--- src/rtl/nvm_guard_pkg.sv ---
package nvm_guard_pkg;

  typedef enum logic [1:0] {
    KEY_IDLE  = 2'd0,
    KEY_GOT55 = 2'd1,
    KEY_ARMED = 2'd2
  } key_st_e;

  localparam logic [2:0] REG_CTRL = 3'd0;
  localparam logic [2:0] REG_KEY  = 3'd1;
  localparam logic [2:0] REG_PLO  = 3'd2;
  localparam logic [2:0] REG_PHI  = 3'd3;
  localparam logic [2:0] REG_HOLD = 3'd4;

  localparam logic [7:0] KEY_FIRST  = 8'h55;
  localparam logic [7:0] KEY_SECOND = 8'hAA;

  localparam int CTL_START = 0;
  localparam int CTL_WREN  = 2;
  localparam int CTL_ERR   = 3;
  localparam int CTL_ESEL  = 4;

  localparam logic [1:0] REGION_PROG = 2'b10;

endpackage

--- src/rtl/nvm_key_seq.sv ---
module nvm_key_seq
  import nvm_guard_pkg::*;
(
  input  logic       clk,
  input  logic       rst,
  input  logic       wr_en,
  input  logic [2:0] wr_addr,
  input  logic [7:0] wr_data,
  output logic       armed
);

  key_st_e state;
  logic    key_wr;

  assign key_wr = wr_en && (wr_addr == REG_KEY);

  always_ff @(posedge clk) begin
    if (rst) begin
      state <= KEY_IDLE;
    end else if (wr_en) begin
      case (state)
        KEY_IDLE:  state <= (key_wr && wr_data == KEY_FIRST)  ? KEY_GOT55 : KEY_IDLE;
        KEY_GOT55: state <= (key_wr && wr_data == KEY_SECOND) ? KEY_ARMED : KEY_IDLE;
        default:   state <= KEY_IDLE;
      endcase
    end
  end

  assign armed = (state == KEY_ARMED);

  // the armed state is entered only from the first-key state
  a_r1_armed_after_first: assert property (@(posedge clk) disable iff (rst)
    (state == KEY_ARMED) |-> ($past(state) == KEY_GOT55 || $past(state) == KEY_ARMED));

  // any bus write leaves the armed state
  a_r2_armed_dropped_on_write: assert property (@(posedge clk) disable iff (rst)
    (state == KEY_ARMED && wr_en) |=> (state != KEY_ARMED));

  // a write that is not the second key leaves the first-key state for idle
  a_r2_wrong_second_idle: assert property (@(posedge clk) disable iff (rst)
    (state == KEY_GOT55 && wr_en && !(key_wr && wr_data == KEY_SECOND)) |=> (state == KEY_IDLE));

endmodule

--- src/rtl/nvm_op_timer.sv ---
module nvm_op_timer #(
  parameter int unsigned STALL_CYCLES = 400000
) (
  input  logic clk,
  input  logic rst,
  input  logic launch,
  input  logic launch_erase,
  input  logic flash_done,
  output logic busy,
  output logic erase_pulse,
  output logic prog_pulse
);

  localparam int unsigned CW = $clog2(STALL_CYCLES + 1);
  localparam logic [CW-1:0] LAST = CW'(STALL_CYCLES - 1);

  logic [CW-1:0] cnt;
  logic          done_seen;

  always_ff @(posedge clk) begin
    if (rst) begin
      busy        <= 1'b0;
      cnt         <= '0;
      done_seen   <= 1'b0;
      erase_pulse <= 1'b0;
      prog_pulse  <= 1'b0;
    end else begin
      erase_pulse <= 1'b0;
      prog_pulse  <= 1'b0;
      if (launch && !busy) begin
        busy        <= 1'b1;
        cnt         <= '0;
        done_seen   <= 1'b0;
        erase_pulse <= launch_erase;
        prog_pulse  <= !launch_erase;
      end else if (busy) begin
        if (flash_done) done_seen <= 1'b1;
        if (cnt != LAST) cnt <= cnt + 1'b1;
        else if (done_seen || flash_done) busy <= 1'b0;
      end
    end
  end

  // erase and program requests never coincide
  a_r5_one_request: assert property (@(posedge clk) disable iff (rst)
    $onehot0({erase_pulse, prog_pulse}));

  // a request appears only in the first busy cycle
  a_r5_pulse_at_start: assert property (@(posedge clk) disable iff (rst)
    (erase_pulse || prog_pulse) |-> (busy && !$past(busy)));

  // the stall is not released before the full interval
  a_r6_min_interval: assert property (@(posedge clk) disable iff (rst)
    $fell(busy) |-> ($past(cnt) == LAST));

  // the stall is not released before the array reports completion
  a_r6_wait_done: assert property (@(posedge clk) disable iff (rst)
    $fell(busy) |-> $past(done_seen || flash_done));

endmodule

--- src/rtl/nvm_hold_buf.sv ---
module nvm_hold_buf #(
  parameter int BLK_BYTES = 8,
  parameter int DW        = 8
) (
  input  logic                     clk,
  input  logic                     rst,
  input  logic                     wr_en,
  input  logic [$clog2(BLK_BYTES)-1:0] wr_idx,
  input  logic [DW-1:0]            wr_data,
  input  logic [$clog2(BLK_BYTES)-1:0] rd_idx,
  output logic [DW-1:0]            rd_data,
  input  logic                     snap_en,
  output logic [BLK_BYTES*DW-1:0]  snap
);

  logic [DW-1:0] mem [BLK_BYTES];

  always_ff @(posedge clk) begin
    if (wr_en) mem[wr_idx] <= wr_data;
    rd_data <= mem[rd_idx];
  end

  for (genvar g = 0; g < BLK_BYTES; g++) begin : g_snap
    always_ff @(posedge clk) begin
      if (rst)          snap[g*DW +: DW] <= '0;
      else if (snap_en) snap[g*DW +: DW] <= mem[g];
    end
  end

endmodule

--- src/rtl/nvm_guard_ctrl.sv ---
module nvm_guard_ctrl
  import nvm_guard_pkg::*;
#(
  parameter int          PTR_W        = 16,
  parameter int          BLK_BYTES    = 8,
  parameter int          ROW_BYTES    = 64,
  parameter int unsigned STALL_CYCLES = 400000
) (
  input  logic                    clk,
  input  logic                    rst,
  input  logic                    bus_we,
  input  logic [2:0]              bus_addr,
  input  logic [7:0]              bus_wdata,
  output logic [7:0]              bus_rdata,
  output logic                    cpu_stall,
  output logic                    fl_erase,
  output logic                    fl_prog,
  output logic [PTR_W-1:0]        fl_addr,
  output logic [8*BLK_BYTES-1:0]  fl_wdata,
  input  logic                    fl_done
);

  localparam int BLK_IW = $clog2(BLK_BYTES);
  localparam logic [PTR_W-1:0] BLK_MASK = PTR_W'(BLK_BYTES - 1);
  localparam logic [PTR_W-1:0] ROW_MASK = PTR_W'(ROW_BYTES - 1);

  logic             armed;
  logic             busy;
  logic [1:0]       region_q;
  logic             wren_q;
  logic             esel_q;
  logic             err_q;
  logic [PTR_W-1:0] ptr;
  logic [15:0]      ptr_ext;
  logic [7:0]       hold_rd;
  logic [7:0]       rdata_q;
  logic [2:0]       addr_q;
  logic             ctl_write;
  logic             start_try;
  logic             start_ok;
  logic             hold_we;

  assign ctl_write = bus_we && (bus_addr == REG_CTRL) && !busy;
  assign start_try = ctl_write && bus_wdata[CTL_START];
  assign start_ok  = start_try && armed && bus_wdata[CTL_WREN]
                     && (bus_wdata[7:6] == REGION_PROG);
  assign hold_we   = bus_we && (bus_addr == REG_HOLD);
  assign ptr_ext   = 16'(ptr);

  nvm_key_seq u_key (
    .clk     (clk),
    .rst     (rst),
    .wr_en   (bus_we),
    .wr_addr (bus_addr),
    .wr_data (bus_wdata),
    .armed   (armed)
  );

  nvm_op_timer #(.STALL_CYCLES(STALL_CYCLES)) u_timer (
    .clk          (clk),
    .rst          (rst),
    .launch       (start_ok),
    .launch_erase (bus_wdata[CTL_ESEL]),
    .flash_done   (fl_done),
    .busy         (busy),
    .erase_pulse  (fl_erase),
    .prog_pulse   (fl_prog)
  );

  nvm_hold_buf #(.BLK_BYTES(BLK_BYTES), .DW(8)) u_hold (
    .clk     (clk),
    .rst     (rst),
    .wr_en   (hold_we),
    .wr_idx  (ptr[BLK_IW-1:0]),
    .wr_data (bus_wdata),
    .rd_idx  (ptr[BLK_IW-1:0]),
    .rd_data (hold_rd),
    .snap_en (start_ok),
    .snap    (fl_wdata)
  );

  // control fields and sticky error
  always_ff @(posedge clk) begin
    if (rst) begin
      region_q <= 2'b00;
      wren_q   <= 1'b0;
      esel_q   <= 1'b0;
      err_q    <= 1'b0;
    end else if (ctl_write) begin
      region_q <= bus_wdata[7:6];
      wren_q   <= bus_wdata[CTL_WREN];
      esel_q   <= bus_wdata[CTL_ESEL];
      if (start_try && !start_ok)  err_q <= 1'b1;
      else if (bus_wdata[CTL_ERR]) err_q <= 1'b0;
    end
  end

  // table pointer with auto-increment on holding writes
  always_ff @(posedge clk) begin
    if (rst) begin
      ptr <= '0;
    end else if (bus_we) begin
      if (bus_addr == REG_PLO)      ptr <= {ptr[PTR_W-1:8], bus_wdata};
      else if (bus_addr == REG_PHI) ptr <= PTR_W'({bus_wdata, ptr[7:0]});
      else if (hold_we)             ptr <= ptr + 1'b1;
    end
  end

  // latched target address
  always_ff @(posedge clk) begin
    if (rst)           fl_addr <= '0;
    else if (start_ok) fl_addr <= bus_wdata[CTL_ESEL] ? (ptr & ~ROW_MASK) : (ptr & ~BLK_MASK);
  end

  // registered read path
  always_ff @(posedge clk) begin
    if (rst) begin
      rdata_q <= 8'h00;
      addr_q  <= 3'd0;
    end else begin
      addr_q <= bus_addr;
      case (bus_addr)
        REG_CTRL: rdata_q <= {region_q, 1'b0, esel_q, err_q, wren_q, 1'b0, busy};
        REG_PLO:  rdata_q <= ptr_ext[7:0];
        REG_PHI:  rdata_q <= ptr_ext[15:8];
        default:  rdata_q <= 8'h00;
      endcase
    end
  end

  assign bus_rdata = (addr_q == REG_HOLD) ? hold_rd : rdata_q;
  assign cpu_stall = busy;

  // an operation only starts from the armed key state
  a_r2_launch_needs_key: assert property (@(posedge clk) disable iff (rst)
    $rose(busy) |-> $past(armed));

  // an operation only starts with write enable set
  a_r3_launch_needs_wren: assert property (@(posedge clk) disable iff (rst)
    $rose(busy) |-> wren_q);

  // an operation only starts with the program-flash region selected
  a_r4_launch_needs_region: assert property (@(posedge clk) disable iff (rst)
    $rose(busy) |-> (region_q == REGION_PROG));

  // an erase request carries a row-aligned address
  a_r5_erase_row_aligned: assert property (@(posedge clk) disable iff (rst)
    fl_erase |-> ((fl_addr & ROW_MASK) == '0));

  // fields stay fixed while an operation runs
  a_r7_fields_frozen: assert property (@(posedge clk) disable iff (rst)
    (busy && $past(busy)) |-> ($stable(region_q) && $stable(esel_q) && $stable(wren_q)));

  // no error is raised while busy
  a_r7_no_err_while_busy: assert property (@(posedge clk) disable iff (rst)
    (busy && $past(busy)) |-> !$rose(err_q));

endmodule

--- config.mk ---
export PLATFORM = sky130hd
export DESIGN_NAME = nvm_guard_ctrl
export DESIGN_NICKNAME = d
export VERILOG_FILES = /design/src/rtl/nvm_guard_pkg.sv /design/src/rtl/nvm_key_seq.sv /design/src/rtl/nvm_op_timer.sv /design/src/rtl/nvm_hold_buf.sv /design/src/rtl/nvm_guard_ctrl.sv
export SDC_FILE = /design/constraint.sdc
export NUM_CORES = 1
export LEC_CHECK = 0
export BUFFER_PORTS_ARGS = -buffer_cell sky130_fd_sc_hd__buf_2
export CAP_MARGIN = 15
export CORE_AREA = 2 2 134 136
export CTS_BUF_LIST = sky130_fd_sc_hd__clkbuf_8
export CTS_CLUSTER_DIAMETER = 50
export DETAILED_ROUTE_END_ITERATION = 12
export DIE_AREA = 0 0 136 138
export PLACE_DENSITY = 0.67
export SYNTH_ARGS = -nofsm -noshare
export SYNTH_HDL_FRONTEND = slang
export SYNTH_SLANG_ARGS = --single-unit
--- constraint.sdc ---
create_clock -name clk -period 2.89 [get_ports clk]
set_input_delay 0.4335 -clock clk [delete_from_list [all_inputs] [get_ports clk]]
set_output_delay 0.4335 -clock clk [all_outputs]
set_load 0.05 [all_outputs]
## Word level (Yosys, flattened, before mapping)

Memories as Yosys holds them, arrays and structs flattened. A register that Yosys moved wholly into a read port is not among the register bits.
Cells that the tools add are included.

- Bits in registers: 73
- Latch bits: 0
- Bits in writable memories: 64
- Bits in read-only memories: 0
- Input port bits: 15
- Memories: 1

Memory list:

| memory | words | width | read ports | clocked after Yosys merged registers in | wr ports | RTL line | text |
|---|---|---|---|---|---|---|---|
| u_hold.mem | 8 | 8 | 9 | 9 | 1 | nvm_hold_buf.sv:16 | `logic [DW-1:0] mem [BLK_BYTES];` |

- $add $sub $neg: 2
- Multipliers: 0
- Divide/modulo/power cells: 0
- Magnitude comparators: 0
- Equal/unequal tests: 12
- Shifts and indexed selects: 0
- Muxes and demuxes: 17
- Bitwise operators: 2
- Reduce and logical (&&, ||, !) cells: 28

Operators by type and width:

| kind | number |
|---|---|
| 16-bit 2-to-1 mux | 2 |
| 8-bit one-hot mux with 3 select lines | 1 |
| 19-bit by 1-bit adder with 19-bit output, second input constant | 1 |
| 19-bit != test, second input constant | 1 |
| 16-bit by 1-bit adder with 16-bit output, second input constant | 1 |
| 8-bit 2-to-1 mux | 2 |
| 1-bit logical AND | 12 |
| 1-bit 2-to-1 mux | 9 |
| 8-bit by 7-bit equality test with 1-bit output, second input constant | 1 |
| 8-bit equality test, second input constant | 1 |
| 3-bit by 2-bit equality test with 1-bit output, second input constant | 2 |
| 3-bit equality test, second input constant | 2 |
| 6-bit 2-to-1 mux | 1 |
| 2-bit AND reduction | 3 |
| 3-bit AND reduction | 2 |
| 2-bit nonzero test | 3 |
| 2-bit equality test, second input constant | 2 |
| 2-bit one-hot mux with 2 select lines | 1 |
| 2-bit OR reduction | 2 |
| 3-bit by 1-bit equality test with 1-bit output, second input constant | 1 |
| 1-bit zero test | 3 |
| 3-bit zero test | 1 |
| 2-bit by 1-bit equality test with 1-bit output, second input constant | 1 |
| 2-bit zero test | 1 |
| other kinds (4) | 5 |

## Depth between registers and ports, before layout

- Depth in word-level cells: 11
- Depth in mapped cells: 8
- Depth with buffers taken out: 5

## Modules after synthesis

A second synthesis with hierarchy kept.

- Cell total of the unflattened synthesis: 737
- Area total of the unflattened synthesis: 8,553.2 um^2

By module, submodules not included:

| module | times used | cells an instance | area each (um^2) | sequential area each (um^2) |
|---|---|---|---|---|
| nvm_hold_buf | 1 | 320 | 4,914.7 | 3,363.2 |
| nvm_guard_ctrl | 1 | 281 | 2,407.3 | 900.9 |
| nvm_op_timer | 1 | 119 | 1,096.1 | 460.4 |
| nvm_key_seq | 1 | 17 | 135.1 | 40.0 |

## Least setup slack after synthesis

OpenSTA, ideal clock, no wires.

- Kind: register to register
- Start point: reg u_timer.busy
- End point: reg u_timer.cnt[9]
- Arrival: 2,056 ps
- Data required time: 2,820 ps
- Slack: 764 ps
- Cell stages (with the launch flop): 6
- Path buffers: 1
- Cell sequence: dfxtp_1 buf_4 and4_1 nand4_1 or4_2 a21oi_1

- Word-level cells in the longest chain between the ends: 8

RTL lines:

| element | RTL line | text |
|---|---|---|
| start: declaration | nvm_op_timer.sv:9 | `output logic busy,` |
| start signal: assignment | nvm_op_timer.sv:22 | `busy <= 1'b0;` |
| start signal: assignment | nvm_op_timer.sv:31 | `busy <= 1'b1;` |
| start signal: assignment | nvm_op_timer.sv:39 | `else if (done_seen \|\| flash_done) busy <= 1'b0;` |
| 1-bit zero test | nvm_op_timer.sv:30, nvm_guard_ctrl.sv:43 |  |
| 1-bit logical AND | nvm_guard_ctrl.sv:43 | `assign ctl_write = bus_we && (bus_addr == REG_CTRL) && !busy;` |
| 1-bit logical AND | nvm_guard_ctrl.sv:44 | `assign start_try = ctl_write && bus_wdata[CTL_START];` |
| 1-bit logical AND (2 in series) | nvm_guard_ctrl.sv:45 | `assign start_ok = start_try && armed && bus_wdata[CTL_WREN]` |
| 1-bit logical AND | nvm_guard_ctrl.sv:46 | `&& (bus_wdata[7:6] == REGION_PROG);` |
| 1-bit logical AND | nvm_op_timer.sv:30 | `if (launch && !busy) begin` |
| 2-bit OR reduction (no line) | -- |  |
| end signal: assignment | nvm_op_timer.sv:38 | `if (cnt != LAST) cnt <= cnt + 1'b1;` |
| end: declaration | nvm_op_timer.sv:17 | `logic [CW-1:0] cnt;` |

Several ways; a longest one is shown, not always the timed one.
A chain may end at the register's enable or synchronous reset.

## Worst setup path in the final report

- Start point: reg addr_q[1]
- End point: out bus_rdata[0]

- Word-level cells in the longest chain between the ends: 2

RTL lines:

| element | RTL line | text |
|---|---|---|
| start: declaration | nvm_guard_ctrl.sv:37 | `logic [2:0] addr_q;` |
| start signal: assignment | nvm_guard_ctrl.sv:121 | `addr_q <= bus_addr;` |
| 3-bit equality test | nvm_guard_ctrl.sv:131 | `assign bus_rdata = (addr_q == REG_HOLD) ? hold_rd : rdata_q;` |
| 8-bit 2-to-1 mux | nvm_guard_ctrl.sv:131 |  |
| end: declaration | nvm_guard_ctrl.sv:14 | `output logic [7:0] bus_rdata,` |

No other way between the ends.

==> summary.txt <==
Clocking
  – H-tree levels: 2
  – CTS Buffer Depth: 3
  – Clk slew on worst S/H paths: around 0.06 ns
  – Post-CTS Setup Inserts: 0
  – Post-cts hold buffer count: 0
  – Clk sinks: around 210
  – CTS resizes: 0
  – CTS tree: built
  – CTS buffer count: 35
  – CTS root buf: clkbuf_8
  – Clock Latency Late Sink: 0.52 ns

Routing
  – DRC viols: 0
  – Via density: approximately 5.6
  – Final wirelength: 22.1 mm
  – Drt pass-1 iters: 5
  – Post-route ant nets: 0
  – Routed length per instance: approximately 18 um
  – Vias: slightly below 7000
  – DRT iter0 DRCs: between 500 and 600

Power
  – Peak VDD IR: roughly 0.00032 V
  – Leakage power: 3.67 nW
  – Clock power share: around 43%
  – P_int: ~4.4 mW
  – Switch Pwr: between 1 and 1.5 mW
  – Combinational Power Share: under 10%
  – Pwr dens: around 580 mW/mm^2
  – Sequential Power Share: between 50 and 60%
  – Sw frac: between 20% and 30%
  – Total power: a little under 6 mW

Timing
  – Slew @ Worst Pin: 0.957 ns
  – Clk_skew: between 0.01 and 0.015 ns
  – Fin crit period: about 2.4 ns
  – Final worst path period share: between 80% and 90%
  – Max transition margin: a little over a third
  – RSZ-0062 raised after global routing: false
  – Setup-failing EPs final: 0
  – Endpoints failing hold: 0
  – Post-Route Setup TNS: 0 ns
  – Slew Limit Fails: 0
  – Maximum achievable frequency: 416 MHz

Die
  – Horiz. Die Dim: approximately 140 um
  – Initial Util: about half
  – Die H: between 100 and 150 um
  – Core area: 0.0175 mm^2
  – # rows: between 40 and 50
  – IO Count: about 110
  – Die ar.: approximately 0.019 mm^2

Logic synthesis
  – Yosys top cell area share: approximately a third
  – Most area-consuming cells after synthesis: dfxtp_1 33%, edfxtp_1 22%, nand2_1 7.7%
  – Cells after Synth: roughly 850
  – FFs w/ async S/R, synth: 0%
  – Post-synthesis sequential area ratio: a little under three fifths
  – Number of synthesized flops with an enable pin: between 60 and 70
  – Cell taking the most area after synthesis: dfxtp_1
  – Netlist cell types: between 70 and 80
  – Post-synthesis cell area: 0.00856 mm^2
  – Synth Warn #: 0
  – Yosys reg bits: 206
  – Main synth FF type: dfxtp_1
  – Synth Area per Inst: approximately 10 um^2

Cells and area
  – Area growth syn-to-layout: 15.8%
  – Fillers: roughly 1700
  – Share of cells above drive strength 1: between 20% and 30%
  – # nets final: 971
  – Fin cells: between 1000 and 1500
  – Core Util, Final: between 50% and 60%
  – Post-route cell area: 0.00992 mm^2
  – Inserted Diodes: 0

Min path
  – Worst min-delay path class: in2reg

Global route
  – Pin count of the biggest net entering global routing: a little over 90
  – GRT Max-Usage Layer: met1
  – Initial antenna violation count: 0
  – First-pass GRT wire length: about 34 mm
  – Gr usage total: a little under a quarter
  – Met1 Usage GRT: a little over a third
  – M2 GR Usage: about a third
  – GRT Residual Overflow: 0
  – GR Util met3: 4.40%
  – Number of global-route vias before repair: 6137

Critical path
  – Crit path DAT: 1.97 ns
  – Worst-path fanout max: 8
  – WS Path Type: reg2out
  – Crit. End Element: primary output
  – Crit-path slowest cell: nor3b_2
  – Critical path's largest stage delay: ~0.53 ns
  – Worst path cell trace: nor3b_2, mux2_2, buf_2
  – Element type at the critical path start: flop
  – Reg2Reg Setup Slack: 0.79 ns
  – Req. time, crit path: around 2.5 ns

Place
  – Hpwl dp: between 10 and 15 mm
  – Instance area at placement: 0.00925 mm^2
  – Cell total after placement: around 1100
  – Port bufs: ~100
  – Gpl congestion: between 0.8 and 0.9

Outcome
  – Status: complete, no violations

Run
  – Max-cap viol count: 0
stage by stage:
| step | hold WS [ns] | setup slack (ns) |
|---|---|---|
| final | 0.170 | 0.484 |
| after global routing | 0.175 | 0.376 |
| after CTS | 0.153 | 0.449 |
| after detailed placement | 0.441 | 0.560 |
| after global placement | 0.436 | 0.608 |
| after floorplan | 0.437 | 0.764 |
critical path, delay by kind of cell, from the launching register on:
family	cells	cell delay, ns
DFF	1	0.30
buffers and inverters	1	0.21
and+or+nand+nor	1	0.53
muxes	1	0.41
state kept, by name, indices dropped and copies added, names as in the netlist:
signal	flops
addr_q	3
err_q	1
esel_q	1
fl_addr	13
fl_wdata	64
ptr	16
rdata_q	8
region_q	2
u_hold.mem	64
u_hold.rd_data	8
u_key.state	2
u_timer.busy	1
u_timer.cnt	19
u_timer.done_seen	1
u_timer.erase_pulse	1
u_timer.prog_pulse	1
wren_q	1
power by group through the flow:
stage                     Clock [mW]  Combinational, mW  Sequential, mW
after floorplan                    0              0.191            3.08
after global placement             0              0.261            3.10
after detailed placement           0              0.261            3.10
after CTS                       2.54              0.262            3.04
after global routing            2.65              0.283            3.04
final                           2.47              0.263            3.04
synth_stat cells (all sizes together), types with 3 or more instances:
cell type,count
nand2,176
dfxtp,142
a21oi,117
edfxtp,64
clkbuf,38
nor2,34
nand3,27
buf,24
mux2i,22
o21ai,21
mux2,14
or3,13
mux4,11
nor2b,11
or4,11
nand2b,10
and3,8
and4,8
nand3b,8
nand4,8
o31ai,8
nor3,7
a211oi,6
inv,6
a221oi,4
and2,4
nor3b,4
nor4,4
o211ai,4
a31oi,3
kinds of logic after synthesis:
kind of cell             share of synthesized area, %
AND/OR/NAND/NOR                                  20.7
flip-flops                                       55.6
AO/OA/AOI/OAI                                    12.3
buffers and inverters                            3.71
multiplexers                                     7.31
adder cells (fa/ha/maj)                         0.292
other                                          0.0438
cells in the final DEF, fill, tap and decap left out, types with 3 or more instances in the layout:
cell type | netlist | layout
mux2i_1 | 22 | 22
o21ai_0 | 21 | 21
nand2_1 | 176 | 176
or4_1 | 8 | 8
dfxtp_1 | 142 | 142
nor2_1 | 34 | 34
mux2_2 | 14 | 14
edfxtp_1 | 64 | 64
nor3b_1 | 3 | 3
and3_1 | 8 | 8
a21oi_1 | 117 | 117
a211oi_1 | 5 | 5
nand3b_1 | 8 | 8
a31oi_1 | 3 | 3
and2_1 | 3 | 3
or3_1 | 12 | 12
buf_2 | 12 | 101
o211ai_1 | 4 | 4
clkbuf_8 | 1 | 40
buf_4 | 6 | 21
a221oi_1 | 4 | 4
nand2b_1 | 10 | 10
nor2b_1 | 11 | 11
inv_1 | 6 | 25
nand3_1 | 27 | 27
mux4_2 | 11 | 11
nand4_1 | 8 | 8
and4_1 | 7 | 7
conb_1 | 1 | 3
nor3_1 | 7 | 7
or4_2 | 3 | 3
o31ai_1 | 8 | 8
routing by layer:
layer  share of wire [%]  up-vias
li1                    -     3269
met1                  46     3180
met2                  45      248
met3                 7.6       25
met4                 1.3        0
met5                   0        -
path summary, 6_finish.rpt:
path / from / endpoint / depth (start not counted)
hold / removal: fl_done / u_timer.done_seen$_SDFFE_PP0P_ / 3
hold reg to reg: fl_wdata[23]$_SDFFE_PP0P_ / fl_wdata[23]$_SDFFE_PP0P_ / 2
setup / recovery: addr_q[1]$_SDFF_PP0_ / bus_rdata[0] / 3
setup reg to reg: ptr[2]$_SDFFE_PP0P_ / u_hold.rd_data[4]$_DFF_P_ / 3
area by class of cell:
| cell class | count | area, um^2 | share of cell area, % |
|---|---|---|---|
| Inverter | 7 | 26.3 | 0.265 |
| Clock buffer | 40 | 551 | 5.55 |
| Sequential cell | 206 | 4760 | 48.1 |
| Clock inverter | 22 | 114 | 1.15 |
| Timing Repair Buffer | 123 | 683 | 6.89 |
| Multi-Input combinational cell | 581 | 3490 | 35.2 |
| Tap cell | 229 | 287 | 2.89 |
Note: power is estimated with default switching activity, not from simulation.
